==> config.mk <==
export PLATFORM = sky130hd
export DESIGN_NAME = seqptr_ctrl
export DESIGN_NICKNAME = d
export VERILOG_FILES = /design/src/rtl/seqptr_pkg.sv /design/src/rtl/seqptr_cmdregs.sv /design/src/rtl/seqptr_pointer.sv /design/src/rtl/seqptr_endflag.sv /design/src/rtl/seqptr_ctrl.sv
export SDC_FILE = /design/constraint.sdc
export NUM_CORES = 1
export LEC_CHECK = 0
export ABC_AREA = 1
export BUFFER_PORTS_ARGS = -buffer_cell sky130_fd_sc_hd__buf_2
export CAP_MARGIN = 20
export CORE_MARGIN = 3
export CORE_UTILIZATION = 57
export CTS_CLUSTER_SIZE = 8
export DETAILED_ROUTE_END_ITERATION = 7
export GPL_TIMING_DRIVEN = 0
export MAX_ROUTING_LAYER = met4
export PLACE_DENSITY = 0.8
export SLEW_MARGIN = 40
export SYNTH_ARGS = -nofsm -noshare
export SYNTH_HDL_FRONTEND = slang
export SYNTH_SLANG_ARGS = --single-unit
==> constraint.sdc <==
create_clock -name clk -period 2.1 [get_ports clk]
set_input_delay 0.315 -clock clk [delete_from_list [all_inputs] [get_ports clk]]
set_output_delay 0.315 -clock clk [all_outputs]
set_load 0.03 [all_outputs]
==> src/rtl/seqptr_pkg.sv <==
`timescale 1ns/1ps
// Package seqptr_pkg
// Shared sizes and command-register addresses for the sequential buffer
// address pointer controller. Assumes two buffers (two start and two end
// registers), so the command map fits in three address bits.
package seqptr_pkg;
    localparam int SP_PTR_W  = 13;
    localparam int SP_NBUF   = 2;
    localparam int SP_CMD_AW = 3;

    // Command map: start k at k, end k at NBUF+k, flags, then control.
    localparam logic [SP_CMD_AW-1:0] SP_A_FLAGS = SP_CMD_AW'(2 * SP_NBUF);
    localparam logic [SP_CMD_AW-1:0] SP_A_CTRL  = SP_CMD_AW'(2 * SP_NBUF + 1);
endpackage

==> src/rtl/seqptr_cmdregs.sv <==
`timescale 1ns/1ps
// Module seqptr_cmdregs
// Command register file. It holds NBUF start registers and NBUF end
// registers, decodes control-register clear strobes, and muxes read data.
// Assumes acc_en is already qualified by the port select and the
// array-enable interlock.
module seqptr_cmdregs #(
    parameter int PTR_W  = 13,
    parameter int NBUF   = 2,
    parameter int CMD_AW = 3,
    parameter logic [CMD_AW-1:0] A_FLAGS = CMD_AW'(4),
    parameter logic [CMD_AW-1:0] A_CTRL  = CMD_AW'(5)
) (
    input  logic                        clk,
    input  logic                        rst_n,
    input  logic                        acc_en,
    input  logic                        rw_n,
    input  logic [CMD_AW-1:0]           addr,
    input  logic [PTR_W-1:0]            wdata,
    input  logic [NBUF-1:0]             flags_set,
    output logic [NBUF-1:0][PTR_W-1:0]  start_q,
    output logic [NBUF-1:0][PTR_W-1:0]  end_q,
    output logic [NBUF-1:0]             clr,
    output logic [PTR_W-1:0]            rdata
);
    logic wr_en;
    logic rd_en;

    assign wr_en = acc_en & ~rw_n;
    assign rd_en = acc_en & rw_n;

    // Store start/end registers on a command write to their address.
    always_ff @(posedge clk) begin
        if (!rst_n) begin
            start_q <= '0;
            end_q   <= '1;
        end else if (wr_en) begin
            for (int k = 0; k < NBUF; k++) begin
                if (addr == CMD_AW'(k))
                    start_q[k] <= wdata;
                if (addr == CMD_AW'(NBUF + k))
                    end_q[k] <= wdata;
            end
        end
    end

    // Clear strobes: a zero in bit k of a control write clears flag k.
    always_comb begin
        for (int k = 0; k < NBUF; k++)
            clr[k] = wr_en && (addr == A_CTRL) && !wdata[k];
    end

    // Read mux: registers, flag register, zero elsewhere or when idle.
    always_comb begin
        rdata = '0;
        if (rd_en) begin
            for (int k = 0; k < NBUF; k++) begin
                if (addr == CMD_AW'(k))
                    rdata = start_q[k];
                if (addr == CMD_AW'(NBUF + k))
                    rdata = end_q[k];
            end
            if (addr == A_FLAGS)
                rdata = PTR_W'(flags_set);
        end
    end
endmodule

==> src/rtl/seqptr_pointer.sv <==
`timescale 1ns/1ps
// Module seqptr_pointer
// Address pointer with a one-cycle delayed load from the data bus,
// NBUF start-address jumps and a wrapping step. Priority: pending load,
// then start selects (lowest index first), then step. Exports the next
// value and a step indication so that the end comparators can match.
module seqptr_pointer #(
    parameter int PTR_W = 13,
    parameter int NBUF  = 2
) (
    input  logic                        clk,
    input  logic                        rst_n,
    input  logic                        cnt_en_n,
    input  logic                        ld_n,
    input  logic [NBUF-1:0]             strt_n,
    input  logic [PTR_W-1:0]            ld_data,
    input  logic [NBUF-1:0][PTR_W-1:0]  start_q,
    output logic [PTR_W-1:0]            ptr_q,
    output logic [PTR_W-1:0]            ptr_nxt,
    output logic                        inc_fire,
    output logic                        ld_pend
);
    logic [PTR_W-1:0] dreg_q;

    // Select the next pointer value by the fixed action priority.
    always_comb begin
        inc_fire = 1'b0;
        ptr_nxt  = ptr_q;
        if (ld_pend) begin
            ptr_nxt = dreg_q;
        end else if (~&strt_n) begin
            for (int k = NBUF - 1; k >= 0; k--)
                if (!strt_n[k])
                    ptr_nxt = start_q[k];
        end else if (!cnt_en_n) begin
            ptr_nxt  = ptr_q + PTR_W'(1);
            inc_fire = 1'b1;
        end
    end

    // Update the pointer and the delayed-load capture stage.
    always_ff @(posedge clk) begin
        if (!rst_n) begin
            ptr_q   <= '0;
            dreg_q  <= '0;
            ld_pend <= 1'b0;
        end else begin
            ptr_q   <= ptr_nxt;
            ld_pend <= ~ld_n;
            if (!ld_n)
                dreg_q <= ld_data;
        end
    end
endmodule

==> src/rtl/seqptr_endflag.sv <==
`timescale 1ns/1ps
// Module seqptr_endflag
// One sticky active-low end-of-buffer flag. It is set only when a step
// makes the pointer equal to the end value, and cleared by a strobe.
// A hit on the same edge as a clear wins.
module seqptr_endflag #(
    parameter int PTR_W = 13
) (
    input  logic             clk,
    input  logic             rst_n,
    input  logic             inc_fire,
    input  logic [PTR_W-1:0] ptr_nxt,
    input  logic [PTR_W-1:0] end_val,
    input  logic             clr,
    output logic             flag_n
);
    logic hit;

    assign hit = inc_fire && (ptr_nxt == end_val);

    // Hold the flag low from a step hit until a clear or reset.
    always_ff @(posedge clk) begin
        if (!rst_n)
            flag_n <= 1'b1;
        else if (hit)
            flag_n <= 1'b0;
        else if (clr)
            flag_n <= 1'b1;
    end
endmodule

==> src/rtl/seqptr_ctrl.sv <==
`timescale 1ns/1ps
// Module seqptr_ctrl
// Top of the sequential buffer address pointer controller. It joins the
// command register file, the pointer and one end flag per buffer.
// Assumes the host never selects the command port and the array at once.
// Such an access is ignored.
module seqptr_ctrl
    import seqptr_pkg::*;
#(
    parameter int PTR_W  = SP_PTR_W,
    parameter int CMD_AW = SP_CMD_AW
) (
    input  logic              clk,
    input  logic              rst_n,
    input  logic              cnt_en_n,
    input  logic              ld_n,
    input  logic              strt1_n,
    input  logic              strt2_n,
    input  logic [PTR_W-1:0]  seq_din,
    input  logic              ce_n,
    input  logic              cmd_en_n,
    input  logic              cmd_rw_n,
    input  logic [CMD_AW-1:0] cmd_addr,
    input  logic [PTR_W-1:0]  cmd_wdata,
    output logic [PTR_W-1:0]  cmd_rdata,
    output logic [PTR_W-1:0]  ptr,
    output logic              eob1_n,
    output logic              eob2_n
);
    localparam int NBUF = SP_NBUF;

    logic [NBUF-1:0][PTR_W-1:0] st_q;
    logic [NBUF-1:0][PTR_W-1:0] end_q;
    logic [NBUF-1:0]            clr_vec;
    logic [NBUF-1:0]            eob_vec;
    logic [NBUF-1:0]            strt_vec;
    logic [PTR_W-1:0]           ptr_nxt;
    logic                       inc_fire;
    logic                       ld_pend;
    logic                       acc_en;

    assign acc_en   = ~cmd_en_n & ce_n;
    assign strt_vec = {strt2_n, strt1_n};
    assign eob1_n   = eob_vec[0];
    assign eob2_n   = eob_vec[1];

    seqptr_cmdregs #(
        .PTR_W(PTR_W), .NBUF(NBUF), .CMD_AW(CMD_AW),
        .A_FLAGS(CMD_AW'(SP_A_FLAGS)), .A_CTRL(CMD_AW'(SP_A_CTRL))
    ) u_regs (
        .clk(clk), .rst_n(rst_n), .acc_en(acc_en), .rw_n(cmd_rw_n),
        .addr(cmd_addr), .wdata(cmd_wdata), .flags_set(~eob_vec),
        .start_q(st_q), .end_q(end_q), .clr(clr_vec), .rdata(cmd_rdata)
    );

    seqptr_pointer #(.PTR_W(PTR_W), .NBUF(NBUF)) u_ptr (
        .clk(clk), .rst_n(rst_n), .cnt_en_n(cnt_en_n), .ld_n(ld_n),
        .strt_n(strt_vec), .ld_data(seq_din), .start_q(st_q),
        .ptr_q(ptr), .ptr_nxt(ptr_nxt), .inc_fire(inc_fire), .ld_pend(ld_pend)
    );

    for (genvar g = 0; g < NBUF; g++) begin : g_eob
        seqptr_endflag #(.PTR_W(PTR_W)) u_flag (
            .clk(clk), .rst_n(rst_n), .inc_fire(inc_fire), .ptr_nxt(ptr_nxt),
            .end_val(end_q[g]), .clr(clr_vec[g]), .flag_n(eob_vec[g])
        );
    end
endmodule

==> summary.txt <==
Status
  • Outcome: finished, final reports clean

Setup path
  • CP cell instances: buf_2 > nor3_2 > clkbuf_4 > a22oi_1 > a221oi_1 > buf_2
  • WP buf/inv: 3
  • Crit path kind: input pin to output pin
  • CP most frequent cell: buf_2
  • Critical path arrival: 1730 ps
  • CP top delay family: buffers and inverters
  • Crit-path slowest cell: nor3_2
  • Crit. End Element: output pin
  • Data required, critical path: 1780 ps
  • Crit path largest cell delay: 320 ps
  • Critical Path Fanout Max: 10
  • Worst setup SP type: input pin

Cells and area
  • Ant. Diodes: 0
  • Layout cell share with drive strength beyond 1: 0.186
  • Multi-input logic area: between 2000 and 2500 µm²
  • Flip-flop and latch area: 1630 µm²
  • Fin nets: 792
  • Area grow syn2layout: 20.1%
  • FILL cells: 651
  • Final core occ: 0.710

Die
  • Die W: 92.9 µm
  • Die Area: about 8600 µm²
  • Core box area: 7290 µm²
  • # rows: 31
  • Die Y: 92.9 µm
  • Initial Util: 0.591
  • IO Count: 66

Logic synthesis
  • Cells after Synth: 673
  • Post-synthesis async set-or-reset flop share: 0
  • Synth cell types: 30
  • YS warnings: 0
  • EDFF count, synth: 0
  • Part of the Yosys area used for sequential elements: 0.376
  • Net count after synthesis: 712
  • Synth Register Bits: 81
  • Primary FF master, synth: dfxtp_1
  • Syn Std Cell Area: 4310 µm²
  • Syn Area/Cell: 6.40 µm²

Placed design
  • GP Congestion: 0.969
  • DP HPWL: 10,400 µm
  • # port buffers: 65
  • Post-placement setup slack: -189 ps

GRT
  • Largest net degree at the start of global routing: 15
  • First-pass GRT wire length: 21,300 µm
  • Grt ovf: 0
  • Initial antenna violation count: 0
  • Vias in the first global route: 4,346
  • GRT Total Usage: 0.322

Pwr
  • Power Dens Cells: 678 nW/µm²
  • Switching share of power: 0.278
  • Clock power frac: 0.401
  • Flop pwr share: 0.463
  • Peak VDD IR: 418 µV
  • Psw: 0.974 mW
  • Internal Power: between 2 and 3 mW
  • Combinational group share of total power: 0.136
  • LEAKAGE: 2.45 nW

Min path
  • Hold Crit Class: input pin to flop

Clock network
  • TritonCTS buffer count: 9
  • # clock sinks: 81
  • Worst skew pair latency: 370 ps
  • Clock-pin slew on the worst setup and hold paths: 100 ps
  • CTS tree: yes
  • CTS max path bufs: 2
  • CTS root buffer: clkbuf_8
  • Htree depth: 3

STA
  • Worst-Margin Slew: a little under 600 ps
  • Final setup viols: 0
  • PnR worst setup slack: just over 50 ps
  • Fin Setup TNS: 0 ps
  • Count of final hold-check violations: 0
  • Final period util: 0.976
  • Final min period: a little over 2000 ps
  • Max Fclk: 0.488 GHz
  • Slew margin rel.: 0.611
  • Setup Skew: 16.1 ps
  • Slew Limit Fails: 0

Route
  • 1st-iter DRT viols: 392
  • Post-route antenna net violation count: 0
  • Drt total wl: ~14,000 µm
  • DRT Pass-1 Iters: 5
  • Vias: 4,766
  • Mean routed wirelength per cell: approximately 16 µm
  • Via/cell ratio: 5.56
  • DRC violations left: 0

Job
  • Max-cap violations: 0
==> through the flow <==
stage | hold WS [ps] | cell area, µm² | total power [mW] | instances
4_1_cts | 180 | 5050 | 3.48 | 852
3_5_place_dp | 474 | 4790 | 2.10 | 837
2_1_floorplan | 441 | 4340 | 1.94 | 673
3_3_place_gp | 463 | 4790 | 2.09 | 837
5_1_grt | 194 | 5170 | 3.63 | 857
6_report | 175 | 5170 | 3.51 | 857
==> synthesized netlist by cell type, types with 6 or more instances <==
cell type	number	share of area
a211oi_1	6	0.010
a21oi_1	21	0.024
a221oi_1	9	0.018
a22oi_1	12	0.021
buf_2	9	0.010
clkbuf_1	19	0.017
dfxtp_1	81	0.38
inv_1	65	0.057
nand2_1	155	0.14
nand3_1	54	0.063
nor2_1	133	0.12
nor3_1	7	0.0081
o211ai_1	20	0.035
o21ai_0	48	0.056
o22ai_1	8	0.012
==> tightest hold or removal path, stage by stage <==
cell and delay, ps:
buf_2 70, o21ai_0 60, nor2_1 70
==> registers in the layout, indices dropped and copies added (netlist names) <==
name,cells
u_regs.start_q,26
u_ptr.ptr_q,13
u_ptr.ld_pend,1
u_regs.end_q,26
u_ptr.dreg_q,13
g_eob.u_flag.flag_n,2
==> cells in the final DEF, fill, tap and decap left out, drive strengths merged <==
cell type  instances
nand2            160
nor2             136
dfxtp             81
buf               79
inv               67
nand3             54
o21ai             49
clkbuf            28
a21oi             21
o211ai            20
a22oi             12
a221oi             9
o22ai              8
nor3               7
a211oi             6
nand3b             4
bufinv             3
clkinvlp           3
or2                2
a21o               2
clkinv             2
nand4              1
a21boi             1
xnor2              1
nor4               1
ha                 1
==> path summary, 6_finish.rpt <==
| check | startpoint | end | slack (ps) | cells after the start |
|---|---|---|---|---|
| worst max-delay path | cmd_addr[2] | cmd_rdata[4] | 50 | 6 |
| worst min-delay path | seq_din[5] | u_ptr.dreg_q[5]$_SDFFE_PN0N_ | 180 | 3 |
| worst max register to register | u_ptr.ptr_q[1]$_SDFF_PN0_ | g_eob[1].u_flag.flag_n$_SDFFE_PN1P_ | 110 | 14 |
| worst min register to register | u_ptr.dreg_q[0]$_SDFFE_PN0N_ | u_ptr.dreg_q[0]$_SDFFE_PN0N_ | 500 | 2 |
==> layer usage <==
metal | wire, µm | track usage | up-vias
met5 | 0 | - | -
li1 | - | - | 2371
met1 | 6090 | 0.420 | 2166
met4 | 195 | 0.0916 | 0
met2 | 6230 | 0.509 | 208
met3 | 1070 | 0.0650 | 21
==> final cells by class <==
type	instances	share of cell area
tap	99	0.0239
inverter	68	0.0500
multi-input combinational	495	0.468
buffer	28	0.0259
timing repair inverter	1	0.000967
clock buffer	10	0.0247
sequential	81	0.315
clock inverter	6	0.0222
timing repair buffer	69	0.0691
==> cells by family after synthesis <==
family,after synthesis,share of synthesized area
AOI/OAI and AO/OA,128,0.184
and+or+nand+nor,365,0.347
DFF,81,0.376
buffers and inverters,97,0.0880
xor gates and xnor gates,1,0.00203
adders and majority gates,1,0.00290
==> power by group through the flow <==
stage	combinational, mW	clock, mW	sequential [mW]
4_1_cts	0.449	1.41	1.62
3_3_place_gp	0.432	0	1.66
2_1_floorplan	0.265	0	1.68
6_report	0.476	1.41	1.63
3_5_place_dp	0.443	0	1.66
5_1_grt	0.529	1.47	1.63
==> what timing repair did <==
action | 4_1_cts | 5_1_grt
gates cloned | 0 | 1
hold endpoints to repair | 0 | 0
pin swaps | 0 | 5
setup endpoints to repair | 13 | 10
buffers inserted | 0 | 4
hold buffers | 0 | 0
gates resized for setup | 8 | 34
Power figures use the tool's default switching activity.
